File: src/rtl/rdiv_pkg.sv
package rdiv_pkg;

  typedef enum logic {
    ST_IDLE = 1'b0,
    ST_RUN  = 1'b1
  } rdiv_state_e;

endpackage

File: src/rtl/rdiv_step.sv
// One restoring pass: trial subtract with a one-bit extension and restore by mux.
module rdiv_step #(
  parameter int W = 64
) (
  input  logic [W-1:0] rem_i,
  input  logic [W-1:0] dvr_i,
  output logic [W-1:0] rem_o,
  output logic         qbit_o
);

  logic [W:0] diff;
  logic       borrow;

  always_comb begin
    diff   = {1'b0, rem_i} - {1'b0, dvr_i};
    borrow = diff[W];
    qbit_o = ~borrow;
    rem_o  = borrow ? rem_i : diff[W-1:0];
  end

endmodule

File: src/rtl/rdiv_ctrl.sv
// Pass counter and run/idle sequencing.
module rdiv_ctrl
  import rdiv_pkg::*;
#(
  parameter int ITER = 33
) (
  input  logic clk,
  input  logic rst_n,
  input  logic start_i,
  output logic load_o,
  output logic step_o,
  output logic busy_o,
  output logic done_o
);

  localparam int CNT_W = $clog2(ITER + 1);
  localparam logic [CNT_W-1:0] LAST = CNT_W'(ITER - 1);

  rdiv_state_e      st_q, st_d;
  logic [CNT_W-1:0] cnt_q, cnt_d;
  logic             done_q, done_d;
  logic             accept, last_pass;

  always_comb begin
    accept    = start_i && (st_q == ST_IDLE);
    last_pass = (st_q == ST_RUN) && (cnt_q == LAST);
    st_d      = st_q;
    cnt_d     = cnt_q;
    done_d    = last_pass;
    if (accept) begin
      st_d  = ST_RUN;
      cnt_d = '0;
    end else if (st_q == ST_RUN) begin
      cnt_d = cnt_q + 1'b1;
      if (last_pass) st_d = ST_IDLE;
    end
  end

  always_ff @(posedge clk or negedge rst_n) begin
    if (!rst_n) begin
      st_q   <= ST_IDLE;
      cnt_q  <= '0;
      done_q <= 1'b0;
    end else begin
      st_q   <= st_d;
      cnt_q  <= cnt_d;
      done_q <= done_d;
    end
  end

  assign load_o = accept;
  assign step_o = (st_q == ST_RUN);
  assign busy_o = (st_q == ST_RUN);
  assign done_o = done_q;

endmodule

File: src/rtl/rdiv_datapath.sv
// Remainder, shifting divisor and quotient registers plus operand flags.
module rdiv_datapath #(
  parameter int DVSR_W = 32
) (
  input  logic                  clk,
  input  logic                  rst_n,
  input  logic                  load_i,
  input  logic                  step_i,
  input  logic [2*DVSR_W-1:0]   dividend_i,
  input  logic [DVSR_W-1:0]     divisor_i,
  output logic [DVSR_W-1:0]     quo_o,
  output logic [DVSR_W-1:0]     rem_o,
  output logic                  dz_o,
  output logic                  ovf_o
);

  localparam int DVND_W = 2 * DVSR_W;

  logic [DVND_W-1:0] rem_q, rem_d, rem_step;
  logic [DVND_W-1:0] dvr_q, dvr_d;
  logic [DVSR_W-1:0] quo_q, quo_d;
  logic              dz_q, dz_d, ovf_q, ovf_d;
  logic              qbit;
  logic              rem_en, dvr_en, quo_en, flag_en;

  rdiv_step #(.W(DVND_W)) u_step (
    .rem_i  (rem_q),
    .dvr_i  (dvr_q),
    .rem_o  (rem_step),
    .qbit_o (qbit)
  );

  always_comb begin
    rem_en  = load_i || step_i;
    dvr_en  = load_i || step_i;
    quo_en  = load_i || step_i;
    flag_en = load_i;
    if (load_i) begin
      rem_d = dividend_i;
      dvr_d = {divisor_i, {DVSR_W{1'b0}}};
      quo_d = '0;
    end else begin
      rem_d = rem_step;
      dvr_d = dvr_q >> 1;
      quo_d = {quo_q[DVSR_W-2:0], qbit};
    end
    dz_d  = (divisor_i == '0);
    ovf_d = (divisor_i != '0) && (dividend_i[DVND_W-1:DVSR_W] >= divisor_i);
  end

  always_ff @(posedge clk or negedge rst_n) begin
    if (!rst_n) begin
      rem_q <= '0;
      dvr_q <= '0;
      quo_q <= '0;
      dz_q  <= 1'b0;
      ovf_q <= 1'b0;
    end else begin
      if (rem_en)  rem_q <= rem_d;
      if (dvr_en)  dvr_q <= dvr_d;
      if (quo_en)  quo_q <= quo_d;
      if (flag_en) begin
        dz_q  <= dz_d;
        ovf_q <= ovf_d;
      end
    end
  end

  assign quo_o = quo_q;
  assign rem_o = rem_q[DVSR_W-1:0];
  assign dz_o  = dz_q;
  assign ovf_o = ovf_q;

endmodule

File: src/rtl/udiv_restoring.sv
module udiv_restoring #(
  parameter int DVSR_W = 32
) (
  input  logic                  clk,
  input  logic                  rst_n,
  input  logic                  start_i,
  input  logic [2*DVSR_W-1:0]   dividend_i,
  input  logic [DVSR_W-1:0]     divisor_i,
  output logic [DVSR_W-1:0]     quotient_o,
  output logic [DVSR_W-1:0]     remainder_o,
  output logic                  busy_o,
  output logic                  done_o,
  output logic                  div_zero_o,
  output logic                  ovf_o
);

  localparam int ITER = DVSR_W + 1;

  logic rst_meta_n, rst_sync_n;
  logic load, step;

  // Asynchronous assertion, synchronous release.
  always_ff @(posedge clk or negedge rst_n) begin
    if (!rst_n) begin
      rst_meta_n <= 1'b0;
      rst_sync_n <= 1'b0;
    end else begin
      rst_meta_n <= 1'b1;
      rst_sync_n <= rst_meta_n;
    end
  end

  rdiv_ctrl #(.ITER(ITER)) u_ctrl (
    .clk     (clk),
    .rst_n   (rst_sync_n),
    .start_i (start_i),
    .load_o  (load),
    .step_o  (step),
    .busy_o  (busy_o),
    .done_o  (done_o)
  );

  rdiv_datapath #(.DVSR_W(DVSR_W)) u_dp (
    .clk        (clk),
    .rst_n      (rst_sync_n),
    .load_i     (load),
    .step_i     (step),
    .dividend_i (dividend_i),
    .divisor_i  (divisor_i),
    .quo_o      (quotient_o),
    .rem_o      (remainder_o),
    .dz_o       (div_zero_o),
    .ovf_o      (ovf_o)
  );

endmodule

File: config.mk
export PLATFORM = sky130hd
export DESIGN_NAME = udiv_restoring
export DESIGN_NICKNAME = d
export VERILOG_FILES = /design/src/rtl/rdiv_pkg.sv /design/src/rtl/rdiv_step.sv /design/src/rtl/rdiv_ctrl.sv /design/src/rtl/rdiv_datapath.sv /design/src/rtl/udiv_restoring.sv
export SDC_FILE = /design/constraint.sdc
export NUM_CORES = 1
export LEC_CHECK = 0
export BUFFER_PORTS_ARGS = -buffer_cell sky130_fd_sc_hd__buf_2
export CAP_MARGIN = 20
export CORE_MARGIN = 2
export CORE_UTILIZATION = 54
export DETAILED_ROUTE_END_ITERATION = 10
export PLACE_DENSITY = 0.79
export SYNTH_ARGS = -nofsm -noshare
export SYNTH_HDL_FRONTEND = slang
export SYNTH_HIERARCHICAL = 1
export SYNTH_SLANG_ARGS = --single-unit
export TNS_END_PERCENT = 30
File: constraint.sdc
create_clock -name clk -period 5.18 [get_ports clk]
set_input_delay 0.259 -clock clk [delete_from_list [all_inputs] [get_ports clk]]
set_output_delay 0.259 -clock clk [all_outputs]
set_load 0.01 [all_outputs]
==> results <==
- The synthesized netlist occupies a cell area of between 0.01 and 0.015 mm2.
- The top flip-flop cell by instance count after synthesis is dfrtp_1.
- Of the total synthesized cell area, the portion taken by AND, OR, NAND and NOR gates is 0.150.
- The first global-routing pass estimated ~56 mm of wire.
- The row count is 58.
- Of the cells placed in the final design, the portion with a size suffix greater than 1 is 0.148.
- dfrtp_1 is the most common cell in the netlist.
- The highest achievable clock rate is 274 MHz.
- In this run, placement finished with an instance count of approximately 2000.
- Entering global routing, the biggest net connects 90 pins.
- The number of global-route vias before repair is 11500.
- Max-cap violations in this run came to 0.
- The worst setup path is captured at a flip-flop.
- The congestion estimate from routability-driven global placement came to 0.895.
- The min-delay analysis places its worst path in the category primary input to flip-flop.
- 167 I/O pins were placed.
- The number of input and output port buffers inserted is 166.
- The die is 163 um wide.
- The number of hold violations in the final report is 0.
- After synthesis, the most frequently instantiated cells are dfrtp_1, nand2_1, nor2_1, mux2i_1, o21ai_0.
- The clock net sink count is ~170.
- Of the total synthesized cell area, the portion taken by full adders, half adders and majority gates is 0.0913.
- For this configuration, the core starts out at a cell density of 0.547.
- Setup violations remaining at the end of the flow were counted as 0.
- Registers take between 0.004 and 0.005 mm2.
- The count of antenna-violating nets left after detailed routing is 0.
- The critical path goes through inv_1 -> ha_1 -> fa_1 -> nand2b_1 -> a21o_1 -> a21o_2 -> a21oi_2 -> o211ai_1 -> a31oi_4 -> buf_4 -> mux2_2 -> mux2i_1 -> o21ai_0.
- After synthesis, the share of cell area in mux cells is 0.128.
- Clock-pin slew was measured on the worst setup and hold paths at 0.09 ns.
- The layout has 2262 filler cells.
- The max-slew violation count is 0.
- The number of iterations in the first detailed-routing pass is 5.
- The worst path in the final design needs a cycle of 3.65 ns, including I/O delays and setup.
- Setup repair after global routing left no endpoint under its margin.
- Counting flops with a built-in enable in the synthesized netlist gives 0.
- The fraction of registers with async set or reset after synthesis is 1.00.
- Buffers inserted to repair hold after CTS numbered 1.
- The post-synthesis sequential element count is 172.
- The final layout contains 1902 nets.
- By area the synthesized netlist is led by dfrtp_1, mux2i_1, ha_1.
- The clock tree from TritonCTS is built.
- The iteration-0 DRC count of the detailed router is ~900.
- STA puts the critical path data arrival time at 3.96 ns.
- The multi-input combinational cells in the finished layout cover a total of 0.00820 mm2.
- The via count of the routed design is 11700.
- Overall power consumption after layout is estimated at between 10 and 15 mW.
- When the netlist entered floorplanning its net count stood at ~1800.
- The critical path class is flip-flop to flip-flop.
- The mean area per synthesized cell is 8.37 um2.
- The die is between 150 and 200 um tall.
- The parity-gate share of the synthesized area counting xor and xnor cells is 0.0385.
- The share of the clock period used by the worst path after layout is 0.705.
- The root buffer selected by CTS is clkbuf_16.
- For this run, the number of standard cells in the final layout without fillers is just over 2000.
- The cell count after synthesis came out at 1630.
- The average via count per standard cell is about 5.7.
- The placed wire-length estimate after detailed placement is 24.9 mm.
- The die area is 0.0266 mm2.
- The clock buffer count from CTS is 17.
- Wires add up to 33.4 mm.
- For this run, the total global-route usage over all layers was measured as 0.256.
- The largest individual stage delay along the critical path comes from the cell buf_4.
- The leakage power total is 7.67 nW.
- Global routing finished with a remaining overflow of 0.
- The clock skew is 0.0168 ns.
- The kind of cell with the highest combined delay along the critical path is compound AO/OA/AOI/OAI gates.
- The area overhead of the layout relative to synthesis is 9.72%.
- The synthesized-area fraction occupied by ao, oa, aoi and oai cells is 0.192.
- The highest cell delay on the worst timing path is 0.56 ns.
- dfrtp_1 takes more of the synthesized area than any other cell.
- In this run the power density over the cells is 824 mW/mm2.
- The final routed DRC violation total is 0.
- The clock latency reported for the late side of the worst-skew pair is 0.45 ns.
- Yosys printed 6 warnings.
- The buffer count from post-CTS setup fixing is 0.
- Once the clock tree was built, the resizer swapped 0 gates to a different size.
- For the final routed database, the setup TNS stands at 0 ns.
- Headroom to the max-slew limit came out at 0.288.
- The initial antenna violation count was 1.
- The actual transition at the worst max-transition pin is 1.06 ns.
- Along the worst path, the maximum fanout reaches 67.
- The placeable core region is 0.0250 mm2.
- In the final routed layout, each cell accounts on average for 16.3 um.
- The number of buffers and inverters on the critical path is 2.
- VDD sags by at most 0.000317 V.
- The sequential cell area fraction in the yosys report is 0.315.
- The data required time of the critical path is 5.49 ns.
- The worst hold slack after final layout is 0.00887 ns.
- The area share of the largest cell type after synthesis is 0.315.
- The critical path startpoint category is a flip-flop.
- The main combinational cell family by area after synthesis is compound AO/OA/AOI/OAI gates.
- The H-tree depth is 4.
- The number of buffers on the longest clock path is 2.
- The flow ran to the end, and the final reports show no timing, DRC or antenna violations.
- The unique cell type count in the Yosys netlist is 79.
[placed cells by master (no fill, tap or decap), drive strengths merged, types with 40 or more instances in the layout]
cell type,synthesis,final
buf,86,174
dfrtp,172,172
nor2,161,161
nand2,161,161
mux2i,159,159
o21ai,150,150
a21oi,147,147
inv,126,132
ha,98,98
xnor2,40,40
[area by class of cell]
class | count | area share
Tap cell | 330 | 0.0276
Clock buffer | 17 | 0.0284
Timing Repair Buffer | 175 | 0.0602
Antenna cell | 1 | 0.000167
Sequential cell | 172 | 0.288
Clock inverter | 15 | 0.0159
Inverter | 126 | 0.0319
Multi-Input combinational cell | 1212 | 0.548
[power by group]
part | internal (mW) | switching [mW]
Clock | 0.720 | 0.682
Combinational | 3.52 | 4.81
Sequential | 2.03 | 0.579
[sequential cells by signal (all words and copies together), names as in the netlist]
register and count:
u_dp/quo_o 32, u_ctrl/cnt_q 6, u_dp/dvr_q 64, u_ctrl/busy_o 1, u_dp/ovf_o 1, rst_meta_n 1
u_dp/rem_q 64, u_ctrl/done_o 1, rst_sync_n 1, u_dp/dz_o 1
[per-stage QoR]
| step | setup slack (ns) | utilization | cell area (um2) |
|---|---|---|---|
| after floorplan | 0.0324 | - | 13600 |
| after global placement | 1.70 | 0.573 | 14300 |
| after detailed placement | 1.55 | 0.573 | 14300 |
| after CTS | 1.50 | 0.600 | 15000 |
| after global routing | 1.21 | 0.600 | 15000 |
| final | 1.53 | 0.600 | 15000 |
[layer usage]
layer  part of all wire  up-vias  GRT usage  wire [um]
met5            0.00039        -          0         13
met4              0.015        2     0.0636        490
met3              0.058       42     0.0507       1930
met2               0.47      338      0.422      15700
met1               0.46     5540      0.345      15300
li1                   -     5804          -          -
[kinds of logic after synthesis]
| logic type | after synthesis |
|---|---|
| other cells | 1 |
| fa+ha+maj | 99 |
| simple gates | 451 |
| mux | 172 |
| compound gates | 429 |
| buf+inv | 246 |
| xor+xnor | 60 |
| flops | 172 |
[worst reg2reg max path, cell delays in order (launching register included)]
cell and delay (ns):
dfrtp_1 0.40, inv_1 0.06, ha_1 0.22, fa_1 0.40
nand2b_1 0.18, a21o_1 0.20, a21o_2 0.24, a21oi_2 0.20
o211ai_1 0.19, a31oi_4 0.19, buf_4 0.56, mux2_2 0.45
mux2i_1 0.14, o21ai_0 0.09
[worst paths after layout]
| kind | from | to | slack (ns) | cells past startpoint |
|---|---|---|---|---|
| setup reg to reg | u_dp/rem_q[0] | u_dp/rem_q[3] | 1.53 | 13 |
| hold / removal | dividend_i[18] | u_dp/rem_q[18] | 0.009 | 3 |
| hold reg to reg | rst_meta_n | rst_sync_n | 0.36 | 0 |
| setup / recovery | u_dp/rem_q[0] | u_dp/rem_q[3] | 1.53 | 13 |
| min in group asynchronous | rst_n | rst_sync_n | 0.11 | 2 |
| max in group asynchronous | rst_sync_n | u_dp/dvr_q[25] | 3.51 | 1 |
Note: power is estimated with default switching activity, not from simulation.
